**config.mk**
```make
export PLATFORM = sky130hd
export DESIGN_NAME = hz_interlock
export DESIGN_NICKNAME = d
export VERILOG_FILES = /design/src/rtl/hz_pkg.sv /design/src/rtl/hz_src_match.sv /design/src/rtl/hz_stall_ctrl.sv /design/src/rtl/hz_fwd_sel.sv /design/src/rtl/hz_interlock.sv
export SDC_FILE = /design/constraint.sdc
export NUM_CORES = 1
export LEC_CHECK = 0
export BUFFER_PORTS_ARGS = -buffer_cell sky130_fd_sc_hd__buf_2
export CAP_MARGIN = 25
export CORE_UTILIZATION = 38
export CTS_CLUSTER_DIAMETER = 200
export DETAILED_ROUTE_END_ITERATION = 6
export GPL_ROUTABILITY_DRIVEN = 1
export HOLD_SLACK_MARGIN = 0.1
export PLACE_DENSITY = 0.78
export SYNTH_ARGS = -nofsm -noshare
export SYNTH_HDL_FRONTEND = slang
export SYNTH_SLANG_ARGS = --single-unit
```
**constraint.sdc**
```tcl
create_clock -name clk -period 1.85 [get_ports clk]
set_input_delay 0.37 -clock clk [delete_from_list [all_inputs] [get_ports clk]]
set_output_delay 0.37 -clock clk [all_outputs]
set_load 0.02 [all_outputs]
```
**src/rtl/hz_pkg.sv**
```systemverilog
package hz_pkg;

  // Execute-stage operand source, as seen by the ALU input muxes.
  typedef enum logic [1:0] {
    FWD_REGF  = 2'd0,
    FWD_EXMEM = 2'd1,
    FWD_MEMWB = 2'd2
  } fwd_sel_e;

  localparam int unsigned REG_AW_DEF = 5;
  localparam int unsigned NSRC       = 2;

endpackage

```
**src/rtl/hz_src_match.sv**
```systemverilog
module hz_src_match #(
  parameter int unsigned REG_AW = 5
) (
  input  logic [REG_AW-1:0] src,
  input  logic [REG_AW-1:0] idex_rd,
  input  logic              idex_we,
  input  logic [REG_AW-1:0] exmem_rd,
  input  logic              exmem_we,
  input  logic [REG_AW-1:0] memwb_rd,
  input  logic              memwb_we,
  output logic              hit_idex,
  output logic              hit_exmem,
  output logic              hit_memwb
);

  logic src_live;

  // Register zero is hardwired and never carries a dependency.
  always_comb begin
    src_live  = |src;
    hit_idex  = src_live && idex_we  && (idex_rd  == src);
    hit_exmem = src_live && exmem_we && (exmem_rd == src);
    hit_memwb = src_live && memwb_we && (memwb_rd == src);
  end

endmodule

```
**src/rtl/hz_stall_ctrl.sv**
```systemverilog
module hz_stall_ctrl #(
  parameter int unsigned NSRC   = 2,
  parameter bit          FWD_EN = 1'b1
) (
  input  logic [NSRC-1:0] hit_idex,
  input  logic [NSRC-1:0] hit_exmem,
  input  logic [NSRC-1:0] hit_memwb,
  input  logic            idex_is_load,
  input  logic            dec_wr_en,
  input  logic            dec_st_en,
  output logic            stall,
  output logic            idex_wr_en_d,
  output logic            idex_st_en_d
);

  logic load_use;
  logic any_dep;

  always_comb begin
    load_use = idex_is_load && (|hit_idex);
    any_dep  = (|hit_idex) || (|hit_exmem) || (|hit_memwb);
    stall    = FWD_EN ? load_use : any_dep;
    // Bubble: the held instruction must not write anything when it is
    // duplicated into execute.
    idex_wr_en_d = dec_wr_en && !stall;
    idex_st_en_d = dec_st_en && !stall;
  end

endmodule

```
**src/rtl/hz_fwd_sel.sv**
```systemverilog
module hz_fwd_sel
  import hz_pkg::*;
#(
  parameter bit FWD_EN = 1'b1
) (
  input  logic     clk,
  input  logic     rst_n,
  input  logic     stall,
  input  logic     hit_idex,
  input  logic     hit_exmem,
  input  logic     hit_memwb,
  output fwd_sel_e sel_q,
  output logic     rf_byp
);

  fwd_sel_e sel_d;
  logic     sel_en;

  // Decode-time choice of the operand source the instruction will need
  // one cycle later in execute. The newest producer wins.
  always_comb begin
    sel_en = 1'b1;
    sel_d  = FWD_REGF;
    if (FWD_EN && !stall) begin
      if (hit_idex) begin
        sel_d = FWD_EXMEM;
      end else if (hit_exmem) begin
        sel_d = FWD_MEMWB;
      end
    end
    rf_byp = FWD_EN && hit_memwb;
  end

  always_ff @(posedge clk or negedge rst_n) begin
    if (!rst_n) begin
      sel_q <= FWD_REGF;
    end else if (sel_en) begin
      sel_q <= sel_d;
    end
  end

endmodule

```
**src/rtl/hz_interlock.sv**
```systemverilog
module hz_interlock
  import hz_pkg::*;
#(
  parameter int unsigned REG_AW = REG_AW_DEF,
  parameter bit          FWD_EN = 1'b1
) (
  input  logic              clk,
  input  logic              rst_n,
  input  logic [REG_AW-1:0] dec_rs_a,
  input  logic [REG_AW-1:0] dec_rs_b,
  input  logic              dec_wr_en,
  input  logic              dec_st_en,
  input  logic [REG_AW-1:0] idex_rd,
  input  logic              idex_we,
  input  logic              idex_is_load,
  input  logic [REG_AW-1:0] exmem_rd,
  input  logic              exmem_we,
  input  logic [REG_AW-1:0] memwb_rd,
  input  logic              memwb_we,
  output logic              stall,
  output logic              idex_wr_en_d,
  output logic              idex_st_en_d,
  output logic              rf_byp_a,
  output logic              rf_byp_b,
  output logic [1:0]        ex_fwd_a,
  output logic [1:0]        ex_fwd_b
);

  logic [REG_AW-1:0] src     [NSRC];
  logic [NSRC-1:0]   h_idex;
  logic [NSRC-1:0]   h_exmem;
  logic [NSRC-1:0]   h_memwb;
  logic [NSRC-1:0]   byp;
  fwd_sel_e          sel     [NSRC];

  always_comb begin
    src[0] = dec_rs_a;
    src[1] = dec_rs_b;
  end

  for (genvar g = 0; g < NSRC; g++) begin : g_port
    hz_src_match #(.REG_AW(REG_AW)) u_match (
      .src       (src[g]),
      .idex_rd   (idex_rd),
      .idex_we   (idex_we),
      .exmem_rd  (exmem_rd),
      .exmem_we  (exmem_we),
      .memwb_rd  (memwb_rd),
      .memwb_we  (memwb_we),
      .hit_idex  (h_idex[g]),
      .hit_exmem (h_exmem[g]),
      .hit_memwb (h_memwb[g])
    );

    hz_fwd_sel #(.FWD_EN(FWD_EN)) u_sel (
      .clk       (clk),
      .rst_n     (rst_n),
      .stall     (stall),
      .hit_idex  (h_idex[g]),
      .hit_exmem (h_exmem[g]),
      .hit_memwb (h_memwb[g]),
      .sel_q     (sel[g]),
      .rf_byp    (byp[g])
    );
  end

  hz_stall_ctrl #(.NSRC(NSRC), .FWD_EN(FWD_EN)) u_stall (
    .hit_idex     (h_idex),
    .hit_exmem    (h_exmem),
    .hit_memwb    (h_memwb),
    .idex_is_load (idex_is_load),
    .dec_wr_en    (dec_wr_en),
    .dec_st_en    (dec_st_en),
    .stall        (stall),
    .idex_wr_en_d (idex_wr_en_d),
    .idex_st_en_d (idex_st_en_d)
  );

  always_comb begin
    rf_byp_a = byp[0];
    rf_byp_b = byp[1];
    ex_fwd_a = sel[0];
    ex_fwd_b = sel[1];
  end

endmodule

```
Word level (Yosys, flattened, before mapping)
Cells that the tools add are included.

operators by class
  reduce and logical (&&, ||, !) cells = 19
  eq/ne operators = 6
  multiplexer cells = 6

operators with widths
  cell                count
  5-bit == test       6
  1-bit logical AND   15
  2-bit two-way mux   6
  5-bit OR reduction  2
  2-bit OR reduction  1
  1-bit zero test     1

storage, ports and cells
  bits in registers = 4
  bits of input ports = 33
  output and inout port bits = 9
  word-level logic and storage cells = 33

Depth between registers and ports, before layout
Gate-level depths: netlist of run 1.

  word-level depth = 7
  depth in mapped cells = 5
  mapped depth without buffers = 5

Cells and area by module
From an unflattened synthesis of run 1, not the netlist that was laid out.

unflattened totals
  cell total of the unflattened synthesis = 60
  area total of the unflattened synthesis = 543.0 um2

modules (own cells, without submodules)
  module         instances  area an instance (um2)  cells an instance  sequential area each (um2)
  hz_src_match   2          182.7                   23                 0.0
  hz_fwd_sel     2          76.3                    5                  50.0
  hz_stall_ctrl  1          25.0                    4                  0.0

Worst setup path before layout of run 1
OpenSTA, ideal clock, no wires.

  kind = input -> output
  start point = input port dec_rs_a[3]
  end point = output port idex_st_en_d
  buffers on the path = 0
  arrival time = 1.498 ns
  slack = -0.018 ns
  required time = 1.480 ns
  cell stages on the path = 5
  cell sequence = or4_1 > nor2_2 > nor4_2 > o21ai_2 > and2_1

on the way
  word-level cells in the longest chain between the ends = 7
  elaborated cells between the ends (all ways) = 8
  those cells by class = eq/ne (1); reduce/logical (7)

ends and longest elaborated chain
  what                    RTL line             text
  from (decl)             hz_interlock.sv:9    input logic [REG_AW-1:0] dec_rs_a,
  5-bit OR reduction      hz_src_match.sv:20   src_live = |src;
  1-bit logical AND       hz_src_match.sv:21   hit_idex = src_live && idex_we && (idex_rd == src);
  1-bit logical AND (*)   hz_src_match.sv:21
  2-bit OR reduction (*)  --
  1-bit logical AND (*)   hz_stall_ctrl.sv:20  load_use = idex_is_load && (|hit_idex);
  1-bit zero test (*)     hz_stall_ctrl.sv:26  idex_st_en_d = dec_st_en && !stall;
  1-bit logical AND (*)   hz_stall_ctrl.sv:26
  to (decl)               hz_interlock.sv:22   output logic idex_st_en_d,

Mark *: on every way between the ends. The rest lies on a longest branch, timed or not.

Worst setup path in the final report of run 1
  start point = input port dec_rs_b[0]
  end point = output port idex_wr_en_d

on the way
  word-level cells in the longest chain between the ends = 7
  elaborated cells between the ends (all ways) = 8
  those cells by class = eq/ne (1); reduce/logical (7)

ends and longest elaborated chain
  what                    RTL line             text
  from (decl)             hz_interlock.sv:10   input logic [REG_AW-1:0] dec_rs_b,
  5-bit OR reduction      hz_src_match.sv:20
  1-bit logical AND       hz_src_match.sv:21
  1-bit logical AND (*)   hz_src_match.sv:21
  2-bit OR reduction (*)  --
  1-bit logical AND (*)   hz_stall_ctrl.sv:20
  1-bit zero test (*)     hz_stall_ctrl.sv:25  idex_wr_en_d = dec_wr_en && !stall;
  1-bit logical AND (*)   hz_stall_ctrl.sv:25
  to (decl)               hz_interlock.sv:21   output logic idex_wr_en_d,

Marks and branches as above.

==> results of run 1 <==
==> per-layer routing <==
layer	vias to the layer above	routed length (um)	track usage (%)
met5	-	0	0
met4	0	14	9.48
met3	2	89	1.70
met2	33	1000	39.8
met1	319	579	22.7
li1	328	-	-
==> report_power, final <==
part           switching (mW)  internal [mW]
sequential           0.000222         0.0891
combinational          0.0849         0.0995
clock                  0.0346         0.0725
total                   0.120          0.261
==> path summary, 6_finish.rpt <==
path                         startpoint  slack, ns                        to
worst max-delay path        dec_rs_b[0]      -0.13              idex_wr_en_d
worst min-delay path       idex_is_load       0.36  g_port[0].u_sel.sel_q[0]
max in group asynchronous         rst_n       1.27  g_port[0].u_sel.sel_q[1]
min in group asynchronous         rst_n       0.47  g_port[1].u_sel.sel_q[1]
==> synth_stat cells <==
master    count  area, um^2
nor2_2        2        12.5
nor2b_1       2        12.5
nor4_1        2        12.5
o21ai_2       1        8.76
nor4_2        2        25.0
nand4_1       6        37.5
or4_1         4        30.0
xnor2_1      18         158
inv_1         1        3.75
and2_1        2        12.5
dfrtp_1       4         100
a211oi_1      2        15.0
xor2_1       12         105
==> repair_timing <==
| item | 4_1_cts | 5_1_grt |
|---|---|---|
| buffers inserted | 0 | 1 |
| hold buffers | 1 | 0 |
| gates resized for setup | 8 | 9 |
| pin swaps | 3 | 9 |
| endpoints found under the setup margin | 4 | 5 |
| hold endpoints to repair | 4 | 0 |
==> logic make-up after synthesis <==
kind of cell	Yosys count
simple gates	20
buf+inv	1
xor+xnor	30
compound gates	3
flops	4
==> layout make-up <==
cell class,instances,area [um^2],area share (%)
Timing Repair Buffer,56,349,36.0
Multi-Input combinational cell,53,474,49.0
Clock buffer,3,22.5,2.33
Inverter,1,3.75,0.388
Tap cell,15,18.8,1.94
Sequential cell,4,100,10.3
==> reports/results.ini, run 1 <==
[floorplan]
start_util_pct = 41.0
die_area_mm2 = 0.00156
die_width_um = 39.5
ios = 42
row_count = 13
core_area_mm2 = 0.00130
die_h_um = 39.5

[place]
dp_cells = 127
place_area_um2 = 857
dp_slack_ns = -0.198
place.gp.congestion = 0.886
io_buffer_count = 41
dp_hpwl_um = 1320

[final_layout]
nNetsFinal = 152
fin_util_pct = 74.4
finalInstanceArea_um2 = 968
top_regs = g_port.u_sel.sel_q: 4 flops
largest_register = g_port.u_sel.sel_q
final_common_cell = buf_2
drive_above_1_share_pct = 59.8
diodes = 0
area_growth_pct = 81.7
largest_reg_flops = 4
final_cell_mix = buf_2 (37), xnor2_1 (15), buf_4 (13)
fin_cells = 132
fill_cells = 105

[pwr]
total_power_mw = 0.381
power_density_mw_per_mm2 = 393
ir_drop_v = 0.000192
p_leak_nw = 0.475

[drt]
via_per_inst = 5.17
wl_um = 1680
vias = 682
drtPass1Iterations = 4
drtIter0Drc = 4
wl_per_cell_um = 12.8
postRouteAntennaNets = 0
drcViolationCount = 0

[sta]
rsz0062_at_grt = yes
worst_slack_ns = -0.130
setup_viol = 3
period_needed_ns = 1.98
worstMarginPinSlew_ns = 0.303
fin_tns_setup_ns = -0.320
post-route-period-util_pct = 107
max_freq_mhz = 505
maxSlewViolCount = 0
relSlewSlack_pct = 79.6
finalHoldViolCount = 0
worst_hold_slack_ns = 0.359

[status]
outcome = finished, violations left
violations = setup timing

[setup_path]
crit_fanout = 3
crit_chain = buf_2 -> or4_4 -> nor2_4 -> nor4_2 -> o21ai_2 -> and2_4 -> buf_6
cp.depth = 7
critPathBufInv = 2
cp_slowest_stage_delay_ns = 0.54
end_kind = output port
cpMaxStageDelayCell = or4_4
cp_data_required_time_ns = 1.48
startpoint_type = primary input
worst_ep_arrival_time_ns = 1.61
crit_family = simple AND/OR/NAND/NOR gates
path_class = in -> out

[logic_synthesis]
synth_cells = 58
synth_xor_area_share_pct = 49.3
synth_top_family_by_area = XOR/XNOR gates
seq_area_frac_synth_pct = 18.8
yosys_warnings = 0
syn-num-nets = 91
synth-simple-area-share_pct = 26.8
synthMuxAreaShare_pct = 0
synth_adder_area_share_pct = 0
synth_area_um2 = 533
ys_seq_elements = 4
synth_cell_types = 13
synth-compound-area-share_pct = 4.46
avgSynthCellArea_um2 = 9.19

[cts]
clockBufferDepth = 2
h-tree-depth = 1
cts.clk_slew.worst_paths_ns = 0.04
numCtsBuffers = 3
cts_root_buf = clkbuf_4
cts_tree = built
clock-sinks = 4

[global_route]
grtUsageTotal_pct = 20.9
antenna_found_initial = 0
grt_pass1_wl_um = 2220
first_global_vias = 570
overflow = 0
grt_start_max_net_pins = 6

[min_path]
hp-class = in -> reg
whs_path_depth = 2

[job]
drv_cap = 0

(Power assumes the default switching activity.)
==> run 2, diff against run 1 <==
--- a/config.mk
+++ b/config.mk
@@ -14,5 +14,6 @@
 export HOLD_SLACK_MARGIN = 0.1
-export PLACE_DENSITY = 0.78
+export PLACE_DENSITY = 0.77
 export SYNTH_ARGS = -nofsm -noshare
 export SYNTH_HDL_FRONTEND = slang
+export SYNTH_HIERARCHICAL = 1
 export SYNTH_SLANG_ARGS = --single-unit
--- a/constraint.sdc
+++ b/constraint.sdc
@@ -3,2 +3,2 @@
 set_output_delay 0.37 -clock clk [all_outputs]
-set_load 0.02 [all_outputs]
+set_load 0.01 [all_outputs]
==> run 2 against run 1 <==
Compared with the run above:
- the run still ends with setup timing left
- total power grew 5.6%
- cell area grew 12%
- worst setup slack lost 0.045 ns
- worst hold slack gained 0.11 ns
- sequential power grew 0.4%
- via count grew 9.5%
- first-iteration DRC count grew 100%
- utilization grew 7.7 points
- largest cell class unchanged
- largest power group unchanged
==> reports/results.ini, run 2 <==
[status]
outcome = finished, violations left
violations = setup timing

[setup_path]
startpoint_type = primary input
cpMaxStageDelayCell = or4_4
end_kind = output port
cp_data_required_time_ns = 1.48  ; about the same
crit_chain = buf_8 -> or4_4 -> nor2_4 -> nor4_4 -> o21ai_2 -> and2_1 -> buf_2
cp_slowest_stage_delay_ns = 0.54  ; about the same
path_class = in -> out
worst_ep_arrival_time_ns = 1.66  ; +0.05 ns
crit_fanout = 4  ; +1

[cts]
cts.clk_slew.worst_paths_ns = 0.04  ; about the same
cts_root_buf = clkbuf_4
cts_tree = built
numCtsBuffers = 3  ; unchanged
h-tree-depth = 1  ; unchanged
clock-sinks = 4  ; unchanged
clockBufferDepth = 2  ; unchanged

[final_layout]
final_cell_mix = buf_2 (37), buf_4 (22), xnor2_1 (15)
largest_register = g_port.u_sel/sel_q
fin_util_pct = 82.1  ; +7.7 points
largest_reg_flops = 4  ; unchanged
final_common_cell = buf_2
nNetsFinal = 163  ; +7.2%
top_regs = g_port.u_sel/sel_q: 4 flops
diodes = 0  ; unchanged
fill_cells = 75  ; -29%
area_growth_pct = 99.3
drive_above_1_share_pct = 63.3  ; +3.5 points

[drt]
via_per_inst = 5.22  ; +1.1%
drtPass1Iterations = 4  ; unchanged
postRouteAntennaNets = 0  ; unchanged
vias = 747  ; +9.5%
wl_per_cell_um = 15.6  ; +23%
drtIter0Drc = 8  ; +4
wl_um = 2240  ; +33%
drcViolationCount = 0  ; unchanged

[logic_synthesis]
seq_area_frac_synth_pct = 18.4  ; -0.35 points
avgSynthCellArea_um2 = 9.05  ; -1.5%
yosys_warnings = 6  ; +6
yosysTopAreaCell = xnor2_1
synth_cells = 60  ; +3.4%
ys_seq_elements = 4  ; unchanged
synth_cell_types = 13  ; unchanged
synth_area_um2 = 543  ; +1.9%
synthArstFlopShare_pct = 100  ; unchanged
synth_area_leaders = xnor2_1 (29%), xor2_1 (19%), dfrtp_1 (18%)
ys_top_cells_by_count = xnor2_1 (18), xor2_1 (12), nand4_1 (6), nor4_1 (6), dfrtp_1 (4)
synth_flop_cell = dfrtp_1
synth_top_area_share_pct = 29.0  ; -0.55 points
synth_edf_count = 0  ; unchanged
yosysMostFrequentCell = xnor2_1
syn-num-nets = 93  ; +2.2%

[sta]
worstMarginPinSlew_ns = 0.345  ; +0.0426 ns
period_needed_ns = 2.03  ; +0.0448 ns
max_freq_mhz = 494  ; -2.2%
post-route-period-util_pct = 109  ; +2.4 points
rsz0062_at_grt = yes
finalHoldViolCount = 0  ; unchanged
relSlewSlack_pct = 76.8  ; -2.9 points
worst_slack_ns = -0.175  ; -0.0448 ns
maxSlewViolCount = 0  ; unchanged
fin_tns_setup_ns = -0.597  ; -0.277 ns
setup_viol = 4  ; +1

[floorplan]
start_util_pct = 41.2  ; +0.25 points
row_count = 13  ; unchanged
die_area_mm2 = 0.00158  ; +1.8%
core_area_mm2 = 0.00132  ; +1.2%
die_width_um = 39.8  ; +0.89%
die_h_um = 39.8  ; +0.89%
ios = 42  ; unchanged

[global_route]
grtUsageTotal_pct = 26.9  ; +6.0 points
overflow = 0  ; unchanged
grt_start_max_net_pins = 5  ; -1
grt_pass1_wl_um = 2740  ; +23%
antenna_found_initial = 0  ; unchanged
first_global_vias = 663  ; +16%

[job]
drv_cap = 0  ; unchanged

[place]
place.gp.congestion = 0.958  ; +8.1%
io_buffer_count = 41  ; unchanged

[pwr]
p_leak_nw = 0.543  ; +14%
power_density_mw_per_mm2 = 371  ; -5.5%
ir_drop_v = 0.000224  ; +17%
total_power_mw = 0.402  ; +5.6%

[min_path]
hp-class = in -> async

==> run 2: cell types whose count changed after synthesis, sizes merged <==
cell | before | now
a211oi | 2 | 0
buf | 0 | 2
nor3b | 0 | 2
nor4 | 4 | 6
or4 | 4 | 2
==> run 2: power breakdown <==
part,internal [mW],total [mW],switching (mW)
Clock,0.0724,0.105,0.0326
Sequential,0.0895,0.0898,0.000348
Combinational,0.112,0.207,0.0952
Total,0.274,0.402,0.128
==> run 2: final cells by class <==
| type | instances | area (um^2) | share of cell area (%) |
|---|---|---|---|
| clock buffers | 3 | 22.5 | 2.08 |
| well taps | 15 | 18.8 | 1.73 |
| inverters | 1 | 3.75 | 0.347 |
| multi-input cells | 53 | 494 | 45.7 |
| repair buffers | 67 | 443 | 40.9 |
| flip-flops and latches | 4 | 100 | 9.25 |
==> run 2: logic make-up after synthesis <==
logic type,share of synthesized area [%]
xor gates and xnor gates,48.4
and+or+nand+nor,28.1
DFF,18.4
buffers and inverters,3.45
AOI/OAI and AO/OA,1.61
==> run 2: worst max-delay path: cells and delay by family <==
kind            cells  cell delay [ns]
compound gates      1             0.16
buf+inv             2             0.22
simple gates        4             0.90
==> run 2: repair_timing <==
action                                 4_1_cts  5_1_grt
endpoints found under the hold margin        4        0
setup buffers                                4        3
pin swaps                                    8       10
setup endpoints to repair                    3        5
hold buffers                                 1        0
resized for setup                           12       10
==> run 2: stage by stage <==
stage / cells / cell area [um^2] / hold slack, ns / setup slack, ns
floorplan: 60 / 543 / 0.0744 / 0.0362
global placement: 136 / 917 / 0.173 / -0.218
detailed placement: 136 / 917 / 0.176 / -0.241
CTS: 142 / 1030 / 0.463 / -0.152
global route: 143 / 1080 / 0.480 / -0.253
finish: 143 / 1080 / 0.473 / -0.175
==> run 2: worst paths after layout <==
| path | from | endpoint | slack [ns] | cells past startpoint |
|---|---|---|---|---|
| setup / recovery | dec_rs_b[4] | idex_wr_en_d | -0.18 | 7 |
| hold / removal | rst_n | g_port[1].u_sel/sel_q[1] | 0.47 | 2 |
| max in group asynchronous | rst_n | g_port[1].u_sel/sel_q[0] | 1.26 | 2 |
| min in group clk | exmem_we | g_port[1].u_sel/sel_q[1] | 0.56 | 4 |
==> run 2: layer usage <==
| metal | share of wire [%] | GRT usage, % |
|---|---|---|
| met1 | 33 | 24.8 |
| met3 | 9.1 | 2.84 |
| met4 | 5.9 | 19.8 |
| met2 | 52 | 52.5 |
| met5 | 0 | 0 |
==> run 3, diff against run 2 <==
- CELL_PAD_IN_SITES_DETAIL_PLACEMENT: unset -> 0
- CELL_PAD_IN_SITES_GLOBAL_PLACEMENT: unset -> 1
- CORE_UTILIZATION: 38 -> 26
- PLACE_DENSITY: 0.77 -> unset
- PLACE_DENSITY_LB_ADDON: unset -> 0.1
==> run 3 against run 2 <==
Compared with the run above:
- the flow still finishes with violations (setup timing)
- global-route usage fell by 11 points
- total power is 3.4% lower
- clock power barely moved
- non-clock buffer count fell by 1
- utilization down 27 points
- critical endpoint is now idex_st_en_d
- largest cell class unchanged
==> reports/results.ini, run 3 (synthesis results as in run 2) <==
[pwr]
p_leak_nw = 0.534  ; -1.6%
power_density_mw_per_mm2 = 358  ; -3.6%
ir_drop_v = 0.000178  ; -21%

[sta]
period_needed_ns = 1.98  ; -0.0499 ns
relSlewSlack_pct = 81.8  ; +5.0 points
maxSlewViolCount = 0  ; unchanged
post-route-period-util_pct = 107  ; -2.7 points
setup_viol = 4  ; unchanged
rsz0062_at_grt = yes
worstMarginPinSlew_ns = 0.272  ; -0.0738 ns
finalHoldViolCount = 0  ; unchanged
max_freq_mhz = 506  ; +2.5%
worst_slack_ns = -0.125  ; +0.0499 ns

[cts]
cts.clk_slew.worst_paths_ns = 0.04  ; about the same
cts_tree = built
clockBufferDepth = 2  ; unchanged
clock-sinks = 4  ; unchanged
cts_root_buf = clkbuf_4
h-tree-depth = 1  ; unchanged
numCtsBuffers = 3  ; unchanged

[final_layout]
drive_above_1_share_pct = 62.2  ; -1.1 points
largest_reg_flops = 4  ; unchanged
largest_register = g_port.u_sel/sel_q
final_cell_mix = buf_2 (36), buf_4 (22), xnor2_1 (16)
diodes = 0  ; unchanged
nNetsFinal = 162  ; -0.61%
top_regs = g_port.u_sel/sel_q: 4 flops
fill_cells = 201  ; +170%
finalInstanceArea_mm2 = 0.00108  ; +0.23%
final_common_cell = buf_2
area_growth_pct = 99.8
fin_util_pct = 55.3  ; -27 points

[place]
place_area_um2 = 917  ; unchanged
dp_hpwl_um = 1410
place.gp.congestion = 0.725  ; -24%
io_buffer_count = 41  ; unchanged

[setup_path]
end_kind = output port
cp_data_required_time_ns = 1.48  ; about the same
cp.depth = 7  ; unchanged
crit_fanout = 4  ; unchanged
worst_ep_arrival_time_ns = 1.61  ; -0.05 ns
critPathCapture = idex_st_en_d
critPathBufInv = 2  ; unchanged
startpoint_type = primary input
crit_start = dec_rs_b[3]
path_class = in -> out
crit_chain = buf_8 -> or4_4 -> nor2_4 -> nor4_4 -> o21ai_2 -> and2_1 -> buf_2
cpMaxStageDelayCell = or4_4
cp_slowest_stage_delay_ns = 0.54  ; about the same
crit_family = simple AND/OR/NAND/NOR gates

[drt]
drtPass1Iterations = 4  ; unchanged
via_per_inst = 4.34  ; -17%
met3_length_um = 85  ; -58%
top_layer_used = met4
wl_per_cell_um = 11.0  ; -30%
postRouteAntennaNets = 0  ; unchanged
drcViolationCount = 0  ; unchanged
wl_um = 1690  ; -24%
drt-met1-wl_um = 655  ; -10%
vias = 669  ; -10%
drtIter0Drc = 3  ; -5
dr_wl_met2_um = 936  ; -20%

[floorplan]
core_area_mm2 = 0.00196  ; +49%
die_width_um = 47.7  ; +20%
start_util_pct = 27.7  ; -14 points
ios = 42  ; unchanged
row_count = 16  ; +3
die_area_mm2 = 0.00228  ; +44%
die_h_um = 47.7  ; +20%

[global_route]
grt_pass1_wl_um = 2460  ; -10%
antenna_found_initial = 0  ; unchanged
grtUsageTotal_pct = 16.0  ; -11 points
first_global_vias = 632  ; -4.7%
overflow = 0  ; unchanged
grt_start_max_net_pins = 5  ; unchanged

[status]
violations = setup timing
outcome = finished, violations left

[min_path]
hp-class = in -> async

[job]
drv_cap = 0  ; unchanged

run 3: cell type report:
type,instances,area [um^2],area share [%]
multi-input combinational,53,487,44.9
timing repair buffer,66,438,40.4
tap,27,33.8,3.11
inverter,1,3.75,0.346
sequential,4,100,9.23
clock buffer,3,22.5,2.08
run 3: worst min-delay path by stage:
stage	end	slack (ns)	cells past startpoint
floorplan	g_port[0].u_sel/sel_q[0]	0.07	0
global placement	g_port[0].u_sel/sel_q[1]	0.18	1
detailed placement	g_port[1].u_sel/sel_q[1]	0.18	1
CTS	g_port[1].u_sel/sel_q[0]	0.47	2
global route	g_port[1].u_sel/sel_q[0]	0.48	2
finish	g_port[1].u_sel/sel_q[0]	0.47	2
run 3: metrics by stage:
step	std cells	power, mW	setup WS, ns	setup TNS, ns	hold slack, ns
CTS	153	0.390	-0.122	-0.324	0.469
detailed placement	146	0.254	-0.221	-0.791	0.179
finish	154	0.388	-0.125	-0.420	0.472
global placement	146	0.253	-0.200	-0.686	0.175
floorplan	60	0.157	0.0362	0	0.0744
global route	154	0.423	-0.209	-0.671	0.477
run 3: repair_timing:
action / CTS / global route
gates cloned: 0 / 0
setup endpoints to repair: 3 / 4
hold endpoints to repair: 4 / 0
gates resized for setup: 18 / 2
setup buffers: 4 / 1
hold buffers: 1 / 0
pin swaps: 12 / 1
run 3: power breakdown:
group | internal, mW | total [mW] | switching [mW]
Combinational | 0.110 | 0.194 | 0.0836
Clock | 0.0723 | 0.105 | 0.0327
Sequential | 0.0895 | 0.0898 | 0.000285
Total | 0.272 | 0.388 | 0.117
run 3: layer usage:
layer	vias up	GRT usage, %
li1	344	-
met1	299	17.4
met2	24	30.3
met3	2	1.13
met4	0	8.33
met5	-	0
